File: config.mk
export PLATFORM = sky130hd
export DESIGN_NAME = exc_entry_ctrl
export DESIGN_NICKNAME = d
export VERILOG_FILES = /design/src/rtl/exc_entry_pkg.sv /design/src/rtl/exc_arbiter.sv /design/src/rtl/exc_classify.sv /design/src/rtl/exc_vector_gen.sv /design/src/rtl/exc_ie_update.sv /design/src/rtl/exc_entry_ctrl.sv
export SDC_FILE = /design/constraint.sdc
export NUM_CORES = 1
export LEC_CHECK = 0
export BUFFER_PORTS_ARGS = -buffer_cell sky130_fd_sc_hd__buf_2
export CORE_MARGIN = 3
export CORE_UTILIZATION = 32
export DETAILED_ROUTE_END_ITERATION = 12
export PLACE_DENSITY_LB_ADDON = 0.1
export SLEW_MARGIN = 40
export SYNTH_ARGS = -nofsm -noshare
export SYNTH_HDL_FRONTEND = slang
export SYNTH_SLANG_ARGS = --single-unit
File: constraint.sdc
create_clock -name clk -period 9.7 [get_ports clk]
set_input_delay 0.485 -clock clk [delete_from_list [all_inputs] [get_ports clk]]
set_output_delay 0.485 -clock clk [all_outputs]
set_load 0.005 [all_outputs]
File: src/rtl/exc_entry_pkg.sv
// Package: shared constants and types for the exception entry controller.
// Assumes type indices are small unsigned integers.
package exc_entry_pkg;

    // Type index encoding
    localparam int unsigned EXC_RESET  = 0;
    localparam int unsigned EXC_BREAK  = 1;
    localparam int unsigned EXC_IBUS   = 2;
    localparam int unsigned EXC_WATCH  = 3;
    localparam int unsigned EXC_DBUS   = 4;
    localparam int unsigned EXC_DIV0   = 5;
    localparam int unsigned EXC_IRQ    = 6;
    localparam int unsigned EXC_SCALL  = 7;

    // Interrupt-enable register bit positions
    localparam int unsigned IEB_GLOBAL = 0;
    localparam int unsigned IEB_EXC    = 1;
    localparam int unsigned IEB_BRK    = 2;
    localparam int unsigned IE_W       = 3;

    // Classification of a candidate exception
    typedef enum logic [1:0] {
        CLS_NONE   = 2'd0,
        CLS_NORMAL = 2'd1,
        CLS_DEBUG  = 2'd2,
        CLS_BAD    = 2'd3
    } exc_class_e;

endpackage

File: src/rtl/exc_arbiter.sv
// Arbiter: chooses between a synchronous exception and an external interrupt.
// Assumes the interrupt is a level that the source holds until it is served.
// A synchronous request always wins; the interrupt needs the global enable.
module exc_arbiter #(
    parameter int unsigned TYPE_W = 4
) (
    input  logic              sync_req,
    input  logic [TYPE_W-1:0] sync_type,
    input  logic              irq_pending,
    input  logic              glob_en,
    output logic              go,
    output logic              from_irq,
    output logic [TYPE_W-1:0] eff_type
);
    import exc_entry_pkg::*;

    localparam logic [TYPE_W-1:0] IRQ_IDX = TYPE_W'(EXC_IRQ);

    logic irq_ok;

    // Decide whether anything is taken this cycle, and which source
    always_comb begin
        irq_ok   = irq_pending && glob_en;
        go       = sync_req || irq_ok;
        from_irq = !sync_req && irq_ok;
        eff_type = sync_req ? sync_type : IRQ_IDX;
    end
endmodule

File: src/rtl/exc_classify.sv
// Classifier: maps a type index to normal, debug or unrecognised.
// Assumes the caller gates the result with its own "go" indication.
module exc_classify #(
    parameter int unsigned TYPE_W = 4
) (
    input  logic                       go,
    input  logic [TYPE_W-1:0]          type_idx,
    output exc_entry_pkg::exc_class_e  cls
);
    import exc_entry_pkg::*;

    // Decode the type index into an exception class
    always_comb begin
        if (!go) begin
            cls = CLS_NONE;
        end else begin
            case (int'(type_idx))
                EXC_BREAK, EXC_WATCH:                        cls = CLS_DEBUG;
                EXC_IBUS, EXC_DBUS, EXC_DIV0, EXC_IRQ,
                EXC_SCALL:                                   cls = CLS_NORMAL;
                default:                                     cls = CLS_BAD;
            endcase
        end
    end
endmodule

File: src/rtl/exc_vector_gen.sv
// Vector generator: base selection plus scaled type index.
// Debug exceptions always use the debug base; normal ones use it only
// when remapping is enabled. The offset is type << VEC_SHIFT.
module exc_vector_gen #(
    parameter int unsigned XLEN      = 32,
    parameter int unsigned TYPE_W    = 4,
    parameter int unsigned VEC_SHIFT = 5
) (
    input  exc_entry_pkg::exc_class_e cls,
    input  logic [TYPE_W-1:0]         type_idx,
    input  logic [XLEN-1:0]           norm_base,
    input  logic [XLEN-1:0]           dbg_base,
    input  logic                      remap,
    output logic [XLEN-1:0]           target
);
    import exc_entry_pkg::*;

    localparam int unsigned PAD_W = XLEN - TYPE_W;

    logic [XLEN-1:0] offset;
    logic            use_dbg;

    // Select the base and add the scaled offset
    always_comb begin
        offset  = {{PAD_W{1'b0}}, type_idx} << VEC_SHIFT;
        use_dbg = (cls == CLS_DEBUG) || remap;
        target  = (use_dbg ? dbg_base : norm_base) + offset;
    end
endmodule

File: src/rtl/exc_ie_update.sv
// Enable updater: stashes the global enable into the shadow bit chosen
// by the exception class, then clears the global enable. Other classes
// pass the register through unchanged.
module exc_ie_update (
    input  exc_entry_pkg::exc_class_e       cls,
    input  logic [exc_entry_pkg::IE_W-1:0]  ie_cur,
    output logic [exc_entry_pkg::IE_W-1:0]  ie_next
);
    import exc_entry_pkg::*;

    // Compute the enable register after entry
    always_comb begin
        ie_next = ie_cur;
        case (cls)
            CLS_NORMAL: begin
                ie_next[IEB_EXC]    = ie_cur[IEB_EXC] | ie_cur[IEB_GLOBAL];
                ie_next[IEB_GLOBAL] = 1'b0;
            end
            CLS_DEBUG: begin
                ie_next[IEB_BRK]    = ie_cur[IEB_BRK] | ie_cur[IEB_GLOBAL];
                ie_next[IEB_GLOBAL] = 1'b0;
            end
            default: ie_next = ie_cur;
        endcase
    end
endmodule

File: src/rtl/exc_entry_ctrl.sv
// Exception entry controller (top). Registers every entry side effect on
// the edge that samples the request, so all outputs appear together for
// one cycle. Assumes the consumer writes pc_out, save_pc and ie_out into
// its own state when ack (and ea_we / ba_we) are high.
module exc_entry_ctrl #(
    parameter int unsigned XLEN      = 32,
    parameter int unsigned TYPE_W    = 4,
    parameter int unsigned VEC_SHIFT = 5
) (
    input  logic              clk,
    input  logic              rst_n,
    input  logic              exc_req,
    input  logic [TYPE_W-1:0] exc_type,
    input  logic              irq_pending,
    input  logic [XLEN-1:0]   pc_in,
    input  logic [XLEN-1:0]   eba,
    input  logic [XLEN-1:0]   deba,
    input  logic              remap_en,
    input  logic [2:0]        ie_in,
    output logic              ack,
    output logic              err,
    output logic              irq_taken,
    output logic [XLEN-1:0]   pc_out,
    output logic              ea_we,
    output logic              ba_we,
    output logic [XLEN-1:0]   save_pc,
    output logic [2:0]        ie_out
);
    import exc_entry_pkg::*;

    logic              go;
    logic              from_irq;
    logic [TYPE_W-1:0] eff_type;
    exc_class_e        cls;
    logic [XLEN-1:0]   target;
    logic [IE_W-1:0]   ie_next;
    logic              take;

    exc_arbiter #(.TYPE_W(TYPE_W)) u_arb (
        .sync_req    (exc_req),
        .sync_type   (exc_type),
        .irq_pending (irq_pending),
        .glob_en     (ie_in[IEB_GLOBAL]),
        .go          (go),
        .from_irq    (from_irq),
        .eff_type    (eff_type)
    );

    exc_classify #(.TYPE_W(TYPE_W)) u_cls (
        .go       (go),
        .type_idx (eff_type),
        .cls      (cls)
    );

    exc_vector_gen #(
        .XLEN      (XLEN),
        .TYPE_W    (TYPE_W),
        .VEC_SHIFT (VEC_SHIFT)
    ) u_vec (
        .cls       (cls),
        .type_idx  (eff_type),
        .norm_base (eba),
        .dbg_base  (deba),
        .remap     (remap_en),
        .target    (target)
    );

    exc_ie_update u_ie (
        .cls     (cls),
        .ie_cur  (ie_in),
        .ie_next (ie_next)
    );

    // A recognised class means the exception is actually entered
    always_comb take = (cls == CLS_NORMAL) || (cls == CLS_DEBUG);

    // Strobes: single-cycle pulses for the edge that sampled the request
    always_ff @(posedge clk) begin
        if (!rst_n) begin
            ack       <= 1'b0;
            err       <= 1'b0;
            irq_taken <= 1'b0;
            ea_we     <= 1'b0;
            ba_we     <= 1'b0;
        end else begin
            ack       <= take;
            err       <= (cls == CLS_BAD);
            irq_taken <= take && from_irq;
            ea_we     <= (cls == CLS_NORMAL);
            ba_we     <= (cls == CLS_DEBUG);
        end
    end

    // Data: capture vector, saved PC and enables only on a taken entry
    always_ff @(posedge clk) begin
        if (!rst_n) begin
            pc_out  <= '0;
            save_pc <= '0;
            ie_out  <= '0;
        end else if (take) begin
            pc_out  <= target;
            save_pc <= pc_in;
            ie_out  <= ie_next;
        end
    end
endmodule

==> results.tsv, run 1 <==
metric	value	unit
critical path data arrival time	4.46	ns
HPWL Detailed	8.392	mm
Yosys top cell area share	37.23	%
Pwr Density	174.2	mW/mm^2
largest net degree at the start of global routing	62	
hold wc startpoint	pc_in[0]	
post-synthesis register bit count	72	
Clk pwr share	39.1	%
H-tree level count	3	
worst r2r src	pc_out[25]	
Post-synth top flop	dfxtp_1	
number of DRC markers in iteration 0	167	
area post-placement	0.004836	mm^2
Critical Path Fanout Max	28	
diode count	0	
share of cells above drive strength 1	35.33	%
Tcrit/Tclk final	43.65	%
count of max-cap constraint violations	0	
yosys warns	0	
CTS tree	done	
total CTS buffers	9	
Via density	4.929	
Hold Path Class	in -> reg	
commonest non-fill, non-tap cell in the layout	buf_2	
# port buffers	179	
GR met2 Demand/Resource	26.70	%
fin nets	710	
Core Util, Final	44.53	%
RSZ-0062 raised after global routing	no	
switching power total	243.2	uW
GRT overflow	0	
Worst path max stage delay	0.57	ns
Combinational Power Share	22.8	%
Synth Net Count	546	
DRC viols	0	
gr usage total	16.92	%
min cycle time layout	4.234	ns
Slowest cell on crit path	a21oi_2	
async set-reset flop share out of synthesis	0	%
routed via count	3662	
Worst Tran Pin Value	0.7153	ns
Leak	2.521	nW
Routed WL	11.54	mm
most frequent cells in the layout	buf_2, dfxtp_1, nand2_1	
largest delay contributor family on the critical path	compound AO/OA/AOI/OAI gates	
top cells by area, synth	dfxtp_1, mux2i_1, nor2b_1	
Slew Limit Fails	0	
worst skew pair latency	0.34	ns
Area growth syn-to-layout	33.58	%
met1 usage	21.21	%
root buffer cell	clkbuf_16	
status	completed	
Max Clock Freq	236.2	MHz
first-pass GRT wire length	17.62	mm
startpoint types	input pin	
CTS clk-pin slew, worst paths	0.06	ns
routed length per placed instance	15.53	um
initial antenna violation count	0	
Final Hold Violating Endpoints	0	
clk sink count	72	
sequential area share after synthesis	37.23	%
gp weighted congestion	0.8128	
row count	39	
setup_tns	0	ns
CTS Hold Bufs	0	
Final setup viols	0	
worst path buffer plus inverter count	5	
Max Clock Skew	0	ns
busiest grt layer	met2	
post-synth cell types	59	
I/O pins	180	
Peak VDD IR	142.8	uV
Die Y	116.0	um
DIE WIDTH	116.0	um
hold_ws	0.4010	ns
post-route ant nets	0	
clk buf depth	2	
crit path cell chain	buf_2 -> nand2b_1 -> a21oi_1 -> nor2_1 -> inv_1 -> ha_4 -> or2_1 -> buf_4 -> nand2_1 -> nand2_1 -> ha_1 -> inv_1 -> fa_1 -> inv_1 -> a31oi_1 -> a21oi_2 -> nand4b_1 -> and3_1 -> a311o_1	
Reg2Reg Setup Slack	8.97	ns
DRT Pass-1 Iters	4	
switch share	27.00	%
Worst EP required	9.92	ns
fin area	0.005171	mm^2
largest area contributor in the netlist	dfxtp_1	
Core ar.	0.01161	mm^2
Critical R2R Capture	pc_out[25]	
worst relative slew slack	52.20	%
GR Util met3	6.736	%
Critical Path End Type	flop	
# resized after CTS	0	
cells on worst reg2reg path	1	
vias in the first global route	3478	
P_int	657.5	uW
Worst Hold Path EP	save_pc[0]	
most used cell, CP	inv_1	
syn_area_per_cell	8.982	um^2
setup bufs post-CTS	0	
Initial Util	33.33	%
die area	0.01345	mm^2
Sequential Power Share	38.1	%
critical path class	in -> reg	
Design Power	900.8	uW
WHS Path Cells	3	
EDFF count, synth	0	
Synth Instances	431	
Synth Cell Area	0.003871	mm^2
sequential cells by signal, summed over array words and instances, names as in the netlist:
| name | cells |
|---|---|
| pc_out | 32 |
| save_pc | 32 |
| ie_out | 3 |
| ack | 1 |
| ba_we | 1 |
| ea_we | 1 |
| err | 1 |
| irq_taken | 1 |
worst max-delay path by stage:
stage | slack, ns | cells past startpoint | startpoint | endpoint
after floorplan | 5.57 | 22 | exc_type[2] | pc_out[25]
after global placement | 5.07 | 18 | exc_req | pc_out[25]
after detailed placement | 5.20 | 19 | exc_type[2] | pc_out[25]
after CTS | 5.57 | 19 | exc_type[2] | pc_out[25]
after global routing | 5.24 | 19 | exc_type[2] | pc_out[25]
final | 5.47 | 19 | exc_type[2] | pc_out[25]
synthesized netlist by cell type (5+ instances only):
master,count
dfxtp_1,72
nand2_1,57
mux2i_1,46
nor2b_1,38
a21oi_1,18
clkbuf_1,17
nor2_1,14
and2_1,13
o21ai_0,11
nand3_1,10
o211ai_1,10
inv_1,9
xor2_1,9
o21ai_1,7
xnor2_1,7
ha_1,6
and3_1,5
nand4bb_1,5
final cells by class:
| class | count | area, um^2 |
|---|---|---|
| Fill cell | 1212 | 6442 |
| Multi-Input combinational cell | 321 | 2271 |
| Sequential cell | 72 | 1441 |
| Timing Repair Buffer | 182 | 930.9 |
| Clock buffer | 13 | 250.2 |
| Tap cell | 143 | 178.9 |
| Clock inverter | 3 | 65.06 |
| Inverter | 9 | 33.78 |
tightest hold or removal path: cells and delay by family:
kind / cells / cell delay, ns
mux: 1 / 0.05
simple gates: 1 / 0.09
buf+inv: 1 / 0.07
stage by stage:
stage / setup WS [ns] / instances
global route: 5.241 / 743
detailed placement: 5.203 / 726
finish: 5.466 / 743
CTS: 5.565 / 742
floorplan: 5.567 / 431
global placement: 5.073 / 726
per-layer routing:
metal,share of wire (%),routed length [um]
met1,44,5064
met2,46,5291
met3,8.6,988
met4,1.7,197
met5,0,0
cells by family (layout without fill, tap and decap cells):
| group | count (synthesis) | in the layout | synth area share [%] |
|---|---|---|---|
| fa+ha+maj | 7 | 7 | 2.456 |
| simple gates | 165 | 165 | 23.17 |
| compound gates | 84 | 84 | 16.13 |
| flops | 72 | 72 | 37.23 |
| mux | 49 | 49 | 12.77 |
| xor+xnor | 16 | 16 | 3.620 |
| buf+inv | 38 | 207 | 4.622 |
power by group through the flow:
stage          clock [mW]  combinational, mW  sequential [mW]
2_1_floorplan           0              0.119            0.351
3_3_place_gp            0              0.203            0.348
3_5_place_dp            0              0.205            0.349
4_1_cts             0.368              0.206            0.343
5_1_grt             0.378              0.228            0.347
6_report            0.352              0.205            0.343
Power figures use the tool's default switching activity.
==> run 2: changes to the inputs <==
- clock period: 9.7 -> 4.15 ns (I/O delays scaled with it)
==> run 2 against run 1 <==
Against the previous run:
- critical path depth unchanged
- worst setup slack got worse by 4.8 ns
- clock-buffer cell count decreased by 1
- non-clock buffer count up 4
- sequential cell count did not move
- critical path type unchanged
- sequential power grew 130%
- wire length up 2.4%
- clock power up 100%
- design area shrank 0.56%
- sequential share of layout area rose by 0.16 points
- register-to-register slack got worse by 5.5 ns
- first-iteration DRC count fell by 4.8%
==> results.tsv, run 2 (synthesized netlist as in run 1, its figures left out) <==
metric	value	unit
worst relative slew slack	52.54	%
first-pass GRT wire length	18.24	mm
Place WS	0.3824	ns
Pwr Density	388.4	mW/mm^2
Sequential Power Share	40.1	%
worst r2r src	pc_out[25]	
DRC viols	0	
CTS clk-pin slew, worst paths	0.06	ns
Max Clock Freq	290.6	MHz
Clk pwr share	35.9	%
fin nets	714	
switch share	28.72	%
Core ar.	0.01161	mm^2
Leak	2.515	nW
Critical Path Fanout Max	11	
dpl cells	731	
Routed WL	11.82	mm
HPWL Detailed	8.769	mm
worst skew pair latency	0.33	ns
hold wc startpoint	pc_in[25]	
Setup crit end	pc_out[25]	
setup_tns	0	ns
CTS Hold Bufs	0	
row count	39	
count of max-cap constraint violations	0	
Peak VDD IR	352.2	uV
switching power total	573.7	uW
GRT overflow	0	
filler instances	1180	
CTS tree	done	
Final setup viols	0	
status	completed	
share of cells above drive strength 1	35.99	%
I/O pins	180	
routed via count	3690	
fin cells	746	
H-tree level count	3	
initial antenna violation count	1	
Hold Path Class	in -> reg	
Largest regs	pc_out (32), save_pc (32), ie_out (3)	
total CTS buffers	9	
clk sink count	72	
Initial Util	33.33	%
Area growth syn-to-layout	32.84	%
largest net degree at the start of global routing	59	
Critical R2R Capture	pc_out[25]	
root buffer cell	clkbuf_16	
Max Clock Skew	0	ns
DRT Pass-1 Iters	5	
commonest non-fill, non-tap cell in the layout	buf_2	
die area	0.01345	mm^2
Combinational Power Share	24.0	%
Tcrit/Tclk final	82.91	%
Slew Limit Fails	0	
Reg2Reg Setup Slack	3.43	ns
diode count	0	
Critical Path End Type	flop	
clk buf depth	2	
startpoint types	input pin	
DIE WIDTH	116.0	um
critical path class	in -> reg	
Final Hold Violating Endpoints	0	
min cycle time layout	3.441	ns
Worst EP required	4.37	ns
Core Util, Final	44.28	%
vias in the first global route	3596	
most frequent cells in the layout	buf_2, dfxtp_1, nand2_1	
P_int	1.424	mW
post-route ant nets	0	
Setup crit start	exc_type[2]	
Die Y	116.0	um
routed length per placed instance	15.84	um
gr usage total	17.50	%
number of DRC markers in iteration 0	159	
Via density	4.946	
setup bufs post-CTS	0	
RSZ-0062 raised after global routing	no	
critical path data arrival time	3.66	ns
# resized after CTS	0	
Worst Tran Pin Value	0.7102	ns
gp weighted congestion	0.8100	
Final WS setup	0.7092	ns
# port buffers	179	
cells on worst reg2reg path	1	
## run 2: cell count changes in the layout (fill, tap and decap cells not counted), sizes merged
cell / delta
clkinvlp: +1
clkbuf: -1
clkinv: +1
bufinv: -2
buf: +4
## run 2: worst min-delay path by stage
stage	end	slack, ns	cells after the start
6_report	save_pc[25]	0.12	3
5_1_grt	save_pc[25]	0.12	3
4_1_cts	save_pc[25]	0.11	3
3_5_place_dp	pc_out[20]	0.44	2
3_3_place_gp	pc_out[26]	0.44	2
2_1_floorplan	irq_taken	0.37	2
## run 2: layout make-up
| class | instances | area (um^2) | share of cell area (%) |
|---|---|---|---|
| clock buffer | 12 | 256.5 | 4.988 |
| clock inverter | 3 | 17.52 | 0.3406 |
| sequential | 72 | 1441 | 28.03 |
| tap | 143 | 178.9 | 3.479 |
| inverter | 9 | 33.78 | 0.6569 |
| multi-input combinational | 321 | 2266 | 44.06 |
| timing repair buffer | 186 | 948.4 | 18.44 |
## run 2: metrics by stage
stage	hold slack (ns)	cell area [um^2]	power (mW)
floorplan	0.3672	3871	1.100
global placement	0.4354	4868	1.294
detailed placement	0.4428	4868	1.300
CTS	0.1082	5142	2.034
global route	0.1210	5142	2.118
finish	0.1239	5142	1.998
## run 2: power by group through the flow
| stage | clock network (mW) | logic [mW] | registers, mW |
|---|---|---|---|
| floorplan | 0 | 0.279 | 0.821 |
| global placement | 0 | 0.480 | 0.814 |
| detailed placement | 0 | 0.484 | 0.816 |
| CTS | 0.745 | 0.486 | 0.802 |
| global route | 0.771 | 0.537 | 0.810 |
| finish | 0.718 | 0.479 | 0.801 |
## run 2: routing by layer
layer	routed length, um	global-route usage, %	vias up	part of all wire [%]
li1	-	-	1846	-
met1	5226	22.14	1697	44
met2	5450	27.50	135	46
met3	997	7.154	10	8.4
met4	129	5.027	2	1.1
met5	13	0	-	0.11
## run 2: critical path, cell delays in order
cell and delay (ns):
buf_2 0.10, nand2b_1 0.13, buf_4 0.16, a21oi_1 0.12, nor2_1 0.07, inv_1 0.11
ha_4 0.15, or2_1 0.28, nand2_1 0.10, nand2_1 0.08, ha_1 0.16, inv_1 0.06
fa_1 0.40, inv_1 0.11, a31oi_1 0.14, a21oi_2 0.54, nand4b_1 0.20, and3_1 0.22
a311o_1 0.30
==> run 3: changes to the inputs <==
- clock period: 4.15 -> 3.05 ns (I/O delays scaled with it)
==> run 3 against run 2 <==
Against the previous run:
- first-iteration DRC count fell by 18%
- critical path depth fell by 1
- via count fell by 1.3%
- register-to-register slack got worse by 1.1 ns
- total power rose by 40%
- sequential share of layout area fell by 0.74 points
- critical path type unchanged
- largest cell class unchanged
==> results.tsv, run 3 (synthesized netlist as in run 1, its figures left out) <==
metric	value	unit
status	completed	
Slowest cell on crit path	fa_2	
min cycle time layout	2.779	ns
root buffer cell	clkbuf_16	
Leak	2.566	nW
total CTS buffers	9	
# resized after CTS	0	
I/O pins	180	
worst skew pair latency	0.32	ns
Final setup viols	0	
Critical Path Fanout Max	8	
Pwr Density	530.4	mW/mm^2
Max Clock Skew	0	ns
number of DRC markers in iteration 0	130	
Largest regs	pc_out (32), save_pc (32), ie_out (3)	
Setup crit start	exc_type[0]	
# port buffers	179	
row count	39	
first-pass GRT wire length	17.94	mm
post-route ant nets	0	
clk sink count	72	
DRT Pass-1 Iters	4	
Via density	4.816	
setup bufs post-CTS	0	
clk buf depth	2	
routed length per placed instance	15.15	um
area of the multi-input gates	0.002302	mm^2
filler instances	1193	
Die Y	116.0	um
Tcrit/Tclk final	91.12	%
DRC viols	0	
diode count	0	
Worst path max stage delay	0.37	ns
Max Clock Freq	359.8	MHz
Worst Tran Pin Value	0.5540	ns
crit path cell chain	buf_2 -> inv_1 -> o31ai_1 -> and2_1 -> ha_4 -> or2_1 -> nand2_1 -> nand2_1 -> ha_2 -> inv_2 -> fa_2 -> inv_2 -> o221ai_2 -> a21oi_2 -> buf_4 -> nand4b_1 -> and3_1 -> a311o_1	
WL met2	5.765	mm
Met3 Wirelength	715	um
startpoint types	input pin	
DIE WIDTH	116.0	um
gp weighted congestion	0.8232	
Hold Path Class	in -> reg	
Area growth syn-to-layout	36.46	%
worst relative slew slack	63.06	%
Worst EP required	3.26	ns
H-tree level count	3	
Peak VDD IR	258.6	uV
commonest non-fill, non-tap cell in the layout	buf_2	
Design Power	2.802	mW
gr usage total	16.91	%
Sequential cell area	0.001441	mm^2
fin area	0.005283	mm^2
hold wc startpoint	pc_in[11]	
critical path class	in -> reg	
GRT overflow	0	
area post-placement	0.004965	mm^2
worst r2r src	pc_out[25]	
Routed WL	11.45	mm
HPWL Detailed	8.910	mm
worst path buffer plus inverter count	5	
fin nets	723	
wl on met1	4.761	mm
RSZ-0062 raised after global routing	no	
count of max-cap constraint violations	0	
share of cells above drive strength 1	38.17	%
Core ar.	0.01161	mm^2
CTS clk-pin slew, worst paths	0.06	ns
most frequent cells in the layout	buf_2, dfxtp_1, nand2_1	
Slew Limit Fails	0	
routed via count	3641	
Top Layer Used	met4	
Initial Util	33.33	%
initial antenna violation count	0	
vias in the first global route	3661	
critical path data arrival time	2.99	ns
die area	0.01345	mm^2
Final Hold Violating Endpoints	0	
largest net degree at the start of global routing	61	
largest delay contributor family on the critical path	simple AND/OR/NAND/NOR gates	
CTS Hold Bufs	0	
CTS tree	done	
Critical Path End Type	flop	
## run 3: layer usage
metal / GRT usage, % / up-vias
met2: 29.15 / 105
met4: 5.878 / 0
met3: 4.491 / 14
li1: - / 1867
met1: 20.32 / 1655
met5: 0 / -
## run 3: path summary, 6_finish.rpt
check | endpoint | slack, ns | depth (start not counted)
setup / recovery | pc_out[25] | 0.27 | 18
hold / removal | save_pc[11] | 0.08 | 3
setup reg to reg | pc_out[25] | 2.30 | 1
hold reg to reg | pc_out[22] | 0.44 | 2
## run 3: stage by stage
| step | utilization, % | hold slack (ns) | worst slack [ns] | instances | setup TNS [ns] |
|---|---|---|---|---|---|
| finish | 45.49 | 0.07906 | 0.2710 | 756 | 0 |
| global route | 45.49 | 0.08433 | 0.03853 | 756 | 0 |
| CTS | 45.31 | 0.06227 | 0.2717 | 755 | 0 |
| detailed placement | 42.75 | 0.4117 | -0.07282 | 739 | -0.1813 |
| global placement | 42.75 | 0.4042 | 0.06351 | 739 | 0 |
| floorplan | - | 0.3122 | -0.1230 | 431 | -0.2454 |
## run 3: layout make-up
class | count | share of cell area (%)
Timing Repair Buffer | 195 | 19.47
Multi-Input combinational cell | 321 | 43.58
Sequential cell | 72 | 27.29
Clock inverter | 6 | 1.303
Tap cell | 143 | 3.387
Inverter | 9 | 0.6395
Clock buffer | 10 | 4.334
## run 3: report_power, final
part           switching (mW)  internal [mW]  leakage, nW  total (mW)
registers              0.0487           1.04        0.594        1.09
logic                   0.350          0.324         1.84       0.673
clock network           0.402          0.636        0.131        1.04
total                   0.800           2.00         2.57        2.80
